===== src/rtl/crc_iw_alarm.sv =====
module crc_iw_alarm #(
  parameter int FLICKER_MS = 400
) (
  input  logic clk,
  input  logic rst_n,
  input  logic frame_stb,
  input  logic reframe,
  input  logic crc_mf_ok,
  input  logic crc_sync_lost,
  input  logic ms_tick,
  input  logic iw_disable,
  input  logic rai_force,
  input  logic rai_level,
  input  logic ebit_ctl,
  input  logic ebit_rpt,
  output logic tx_rai,
  output logic tx_ebit,
  output logic crc_search_en,
  output logic crc_check_en,
  output logic non_crc_mode
);

  localparam int CW = (FLICKER_MS > 1) ? $clog2(FLICKER_MS) : 1;
  localparam logic [CW-1:0] LAST = CW'(FLICKER_MS - 1);

  typedef enum logic [1:0] {S_NORM, S_FLICK, S_FB_HI, S_FB_LO} state_t;

  state_t        state;
  logic [CW-1:0] cnt;
  logic          pend;
  logic          autc_q;
  logic          te_q;

  wire hunting   = (state == S_NORM) || (state == S_FLICK);
  wire miss      = reframe && !crc_mf_ok && hunting;
  wire expire    = (state == S_FLICK) && ms_tick && (cnt == LAST) && !crc_mf_ok;
  wire fallback  = (state == S_FB_HI) || (state == S_FB_LO);

  assign tx_ebit       = fallback ? te_q : ebit_rpt;
  assign crc_search_en = (state != S_FB_LO);
  assign crc_check_en  = (state != S_FB_LO);
  assign non_crc_mode  = (state == S_FB_LO);

  always_ff @(posedge clk or negedge rst_n) begin
    if (!rst_n) begin
      autc_q <= 1'b0;
      te_q   <= 1'b0;
    end else if (frame_stb) begin
      autc_q <= iw_disable;
      te_q   <= ebit_ctl;
    end
  end

  always_ff @(posedge clk or negedge rst_n) begin
    if (!rst_n) begin
      state <= S_NORM;
      cnt   <= '0;
    end else begin
      unique case (state)
        S_NORM: begin
          cnt <= '0;
          if (miss) state <= S_FLICK;
        end
        S_FLICK: begin
          if (crc_mf_ok) begin
            state <= S_NORM;
            cnt   <= '0;
          end else if (expire) begin
            state <= autc_q ? S_FB_HI : S_FB_LO;
            cnt   <= '0;
          end else if (ms_tick) begin
            cnt <= cnt + 1'b1;
          end
        end
        S_FB_HI: if (!crc_sync_lost) state <= S_NORM;
        S_FB_LO: state <= S_FB_LO;
        default: state <= S_NORM;
      endcase
    end
  end

  always_ff @(posedge clk or negedge rst_n) begin
    if (!rst_n)                          pend <= 1'b0;
    else if (miss)                       pend <= 1'b1;
    else if (frame_stb || crc_mf_ok || !hunting) pend <= 1'b0;
  end

  always_ff @(posedge clk or negedge rst_n) begin
    if (!rst_n) tx_rai <= 1'b0;
    else if (frame_stb) begin
      if (rai_force)                tx_rai <= rai_level;
      else if (state == S_FB_HI)    tx_rai <= 1'b1;
      else if (state == S_FB_LO)    tx_rai <= 1'b0;
      else                          tx_rai <= pend && !crc_mf_ok;
    end
  end

  assert_rai_force_R1: assert property (@(posedge clk) disable iff (!rst_n)
    frame_stb && rai_force |=> tx_rai == $past(rai_level));

  assert_rai_hold_R9: assert property (@(posedge clk) disable iff (!rst_n)
    !frame_stb |=> $stable(tx_rai));

  assert_cnt_bound_R3: assert property (@(posedge clk) disable iff (!rst_n)
    cnt <= LAST);

  assert_noncrc_sticky_R4: assert property (@(posedge clk) disable iff (!rst_n)
    non_crc_mode |=> non_crc_mode);

  assert_fblo_rai_R4: assert property (@(posedge clk) disable iff (!rst_n)
    frame_stb && !rai_force && non_crc_mode |=> !tx_rai);

  assert_fbhi_rai_R5: assert property (@(posedge clk) disable iff (!rst_n)
    frame_stb && !rai_force && state == S_FB_HI |=> tx_rai);

  assert_fb_search_R5: assert property (@(posedge clk) disable iff (!rst_n)
    state == S_FB_HI |-> crc_search_en && !non_crc_mode);

endmodule


===== config.mk =====
export PLATFORM = sky130hd
export DESIGN_NAME = crc_iw_alarm
export DESIGN_NICKNAME = d
export VERILOG_FILES = /design/src/rtl/crc_iw_alarm.sv
export SDC_FILE = /design/constraint.sdc
export NUM_CORES = 1
export LEC_CHECK = 0
export ABC_AREA = 1
export BUFFER_PORTS_ARGS = -buffer_cell sky130_fd_sc_hd__buf_2
export CAP_MARGIN = 20
export CORE_MARGIN = 4
export CORE_UTILIZATION = 56
export CTS_BUF_LIST = sky130_fd_sc_hd__clkbuf_4
export DETAILED_ROUTE_END_ITERATION = 6
export PLACE_DENSITY = 0.8
export SYNTH_ARGS = -nofsm -noshare
export SYNTH_HDL_FRONTEND = slang
export SYNTH_SLANG_ARGS = --single-unit

===== constraint.sdc =====
create_clock -name clk -period 1.7 [get_ports clk]
set_input_delay 0.17 -clock clk [delete_from_list [all_inputs] [get_ports clk]]
set_output_delay 0.17 -clock clk [all_outputs]
set_load 0.03 [all_outputs]

* After elaboration in Yosys (flattened, before gate mapping)
Cells that the tools add are included.
Storage, ports and cells: output and inout bits 5, input bits 12, logic and storage cells 49, register bits 15
Cells by class: add/subtract/negate cells 1, reductions and logical operators 17, multiplexer cells 16, equal/unequal tests 9
Operators with widths (number):
- $mux 9 | 3
- $pmux 9 s2 | 1
- $add 9x1->9 const B | 1
- $eq 9x9->1 const B | 1
- $mux 2 | 4
- $pmux 2 s4 | 1
- $mux 1 | 7
- $logic_and 1x1->1 | 6
- $ne 2x2->1 const B | 3
- $eq 2x2->1 const B | 2
- $logic_or 1x1->1 | 4
- $ne 4x4->1 const B | 1
- $reduce_bool 2->1 | 2
- $ne 3x3->1 const B | 1
- $reduce_and 3->1 | 1
- $eq 2x1->1 const B | 1
- $logic_not 1->1 | 2
- $logic_not 2->1 | 1
- $reduce_and 2->1 | 1

* Longest topological paths before layout
depth in word-level cells 7, depth in mapped cells 8, mapped depth without buffers 8

* Worst setup path before layout
Ideal clock, no wire load.
path type reg2out, start reg state[1], end out tx_ebit, data arrival time 1.213 ns, data required time 1.530 ns, path buffers 0, slack 0.317 ns, stages on the path, launching flop included 3, cells stage by stage dfrtp_1 > inv_4 > o21ai_0
On the way: cells in the longest elaborated chain, start to end 3, elaborated cells on any way between the ends 4, those cells by class 2 x eq/ne; 1 x mux; 1 x reduce/logical
Ends and longest elaborated chain:
- start, declared | line 28 | state_t state;
- start signal, assigned | line 69 | state <= autc_q ? S_FB_HI : S_FB_LO;
- $eq 2x2->1 | line 37 | wire fallback = (state == S_FB_HI) || (state == S_FB_LO);
- $logic_or 1x1->1 * | line 37
- $mux 1 * | line 39 | assign tx_ebit = fallback ? te_q : ebit_rpt;
- end, declared | line 17 | output logic tx_ebit,
Every way passes the cells marked *; elsewhere a longest branch is shown, timed or not.

* Final worst setup path
Same ends and word-level chain as after synthesis.

==> results.sh <==
export IMPL_antenna_found_initial=0
export IMPL_cp_cell_sequence="inv_4 -> o21ai_0 -> buf_2"
export IMPL_cp_arrival_ns=1.24
export IMPL_cts_buffers=3
export IMPL_pin_count=17
export IMPL_synthCells=123
export IMPL_grt_pass1_wl_um=3350
export IMPL_drc=0
export IMPL_n_antenna_cell=0
export IMPL_vias=869
export IMPL_p_int_uw=694
export IMPL_synth_area_um2=927
export IMPL_rr_startpoint="cnt[0]$_DFFE_PN0P_"
export IMPL_peakVddDrop_v=0.000861
export IMPL_worstPathRequired_ns=1.53
export IMPL_grt_overflow=0
export IMPL_cts_max_level=1
export IMPL_drtIter0Drc=18
export IMPL_skew_ns=0.00465
export IMPL_combPwrFrac_pct=44.4
export IMPL_ys_types=23
export IMPL_hold_viol=0
export IMPL_maxCapViolations=0
export IMPL_initial_utilization_pct=60.1
export IMPL_critical_path_class="register to output pin"
export IMPL_area_growth_syn_to_layout_pct=13.9
export IMPL_critPathTopFamily="flip-flops"
export IMPL_yosys_area_top_type="dfrtp_1"
export IMPL_synth_compound_area_share_pct=7.96
export IMPL_detail_route_wl_per_cell_um=11.7
export IMPL_cts_root_buf="clkbuf_4"
export IMPL_synth_fa_ha_area_share_pct=1.35
export IMPL_crit_path_end="tx_ebit"
export IMPL_gp_congestion=0.861
export IMPL_clock_latency_ns=0.29
export IMPL_setup_viol=0
export IMPL_synth_top_cell_area_share_pct=40.5
export IMPL_synthTopCellsByArea="dfrtp_1 40%, nand2_1 13%, inv_1 5.7%, nor2_2 5.4%, nor2_1 4.9%"
export IMPL_synth_seq_area_share_pct=40.5
export IMPL_synth_xor_area_share_pct=0
export IMPL_port_buffers=16
export IMPL_cts_tree="done"
export IMPL_clkSinkCount=15
export IMPL_slew_violations=0
export IMPL_crit_path_top_delay_cell="dfrtp_1"
export IMPL_dp_slack_ns=0.333
export IMPL_wl_um=1870
export IMPL_maxSlewHeadroom_pct=77.4
export IMPL_clockPowerShare_pct=17.9
export IMPL_dp_hpwl_um=1470
export IMPL_synth_seq_cells=15
export IMPL_critPathLaunch="state[1]$_DFFE_PN0P_"
export IMPL_switchingPower_uw=558
export IMPL_power_leakage_uw=0.000535
export IMPL_crit_cells=3
export IMPL_grt_usage_pct=17.1
export IMPL_holdPathStages=3
export IMPL_place_area_um2=1020
export IMPL_cts_setup_buffers=0
export IMPL_drive_above_1_share_pct=31.5
export IMPL_r2r_setup_slack_ns=0.31
export IMPL_finalCriticalPeriod_ns=1.41
export IMPL_worst_pin_slew_ns=0.339
export IMPL_cp_max_fo=9
export IMPL_fin_area_um2=1060
export IMPL_dieArea_um2=2370
export IMPL_layout_nets=157
export IMPL_synth_warnings=0
export IMPL_power_density_nw_per_um2=1190
export IMPL_rows=14
export IMPL_synth_area_per_cell_um2=7.54
export IMPL_critPathLaunchType="register"
export IMPL_core_area_um2=1540
export IMPL_via_per_inst=5.47
export IMPL_cp_num_buf_inv=2
export IMPL_outcome="finished, final reports clean"
export IMPL_worstHoldPathType="primary input to register"
export IMPL_crit_path_end_kind="output pin"
export IMPL_rr_worst_depth=8
export IMPL_grt_pass1_vias=845
export IMPL_ant_nets=0
export IMPL_slowest_delay_ns=0.47
export IMPL_fin_util_pct=68.5
export IMPL_seq_power_share_pct=37.7
export IMPL_synth_simple_area_share_pct=39.4
export IMPL_die_h_um=48.7
export IMPL_synthMuxAreaShare_pct=1.21
export IMPL_cts_buffer_depth=2
export IMPL_rsz0062_at_grt="false"
export IMPL_synth_top_family_by_area="simple AND/OR/NAND/NOR gates"
export IMPL_ctsResizeCount=0
export IMPL_tns_ns=0
export IMPL_period_share_pct=82.7
export IMPL_max_freq_ghz=0.711
export IMPL_grt_max_degree=16
export IMPL_worst_slack_ns=0.294
export IMPL_clk_pin_slew_ns=0.09
export IMPL_swShare_pct=44.6
export IMPL_dr_pass1_iters=4
export IMPL_die_x_um=48.7
export IMPL_synth_nets=136
export IMPL_r2r_end="cnt[8]$_DFFE_PN0P_"
==> cell families after synthesis <==
| logic type | count (synthesis) |
|---|---|
| simple gates | 74 |
| flops | 15 |
| buf+inv | 20 |
| fa+ha+maj | 1 |
| compound gates | 12 |
| mux | 1 |
==> placed cells by master, fill, tap and decap left out <==
cell and count:
a31oi_2 1, o211ai_1 1, nor4_1 1, inv_4 1
buf_4 1, clkbuf_4 4, nand3_1 7, o21ai_1 4
nand4_1 5, a21oi_1 1, inv_1 14, nand2_4 3
dlygate4sd3_1 1, nor2_1 12, nor2_2 8, inv_2 3
nand2_2 6, dfrtp_1 15, o21ai_0 4, ha_1 1
nand2_1 31, nand3_2 1, o22a_1 1, buf_2 16
mux2_2 1
==> stage by stage <==
step,power (µW),hold WS [ns],cells
2_1_floorplan,919,-0.126,123
3_3_place_gp,1020,0.0920,154
3_5_place_dp,1030,0.0938,154
4_1_cts,1260,0.0950,159
5_1_grt,1340,0.120,159
6_report,1250,0.0944,159
==> synth_stat cells <==
master / instances
nand3_2: 1
o22a_1: 1
mux2_2: 1
nor2_1: 12
dfrtp_1: 15
buf_4: 1
inv_2: 3
nand3_1: 7
a21oi_1: 1
o211ai_1: 1
o21ai_0: 4
nor4_1: 1
nand2_2: 6
a31oi_2: 1
buf_6: 1
inv_1: 14
ha_1: 1
nand2_4: 3
o21ai_1: 4
nand2_1: 31
nor2_2: 8
inv_4: 1
nand4_1: 5
==> layout make-up <==
class                           instances  area (µm²)
Tap cell                               16        20.0
Multi-Input combinational cell         88         463
Clock buffer                            4        30.0
Inverter                               18        70.1
Fill cell                             125         485
Timing Repair Buffer                   18        97.6
Sequential cell                        15         375
==> state kept, by name, indices dropped and copies added (netlist names) <==
| register | flops |
|---|---|
| autc_q | 1 |
| cnt | 9 |
| pend | 1 |
| state | 2 |
| te_q | 1 |
| tx_rai | 1 |
==> tightest hold or removal path, stage by stage <==
cell	delay, ns
buf_2	0.08
nand2_1	0.04
o21ai_0	0.06
==> power by group through the flow <==
stage	Combinational (µW)	Clock, µW	Sequential, µW
after CTS	556	229	472
after global routing	613	246	482
after global placement	548	0	476
after floorplan	445	0	474
after detailed placement	554	0	478
final	555	224	472
==> routing by layer <==
layer / wire length, µm / global-route usage [%] / share of wire, %
met1: 807 / 21.0 / 43
met2: 893 / 29.8 / 48
met3: 134 / 1.53 / 7.2
met4: 32 / 7.62 / 1.7
met5: 0 / 0 / 0
==> worst min-delay path by stage <==
stage	to	slack, ns	startpoint
6_report	te_q$_DFFE_PN0P_	0.09	ebit_ctl
5_1_grt	autc_q$_DFFE_PN0P_	0.12	iw_disable
4_1_cts	te_q$_DFFE_PN0P_	0.1	ebit_ctl
3_5_place_dp	cnt[5]$_DFFE_PN0P_	0.09	rst_n
3_3_place_gp	cnt[5]$_DFFE_PN0P_	0.09	rst_n
2_1_floorplan	autc_q$_DFFE_PN0P_	-0.13	rst_n
==> timing repair <==
| item | in CTS | in global routing |
|---|---|---|
| setup endpoints to repair | 0 | 0 |
| hold endpoints to repair | 15 | 0 |
| hold buffers | 1 | 0 |
(Power assumes the default switching activity.)
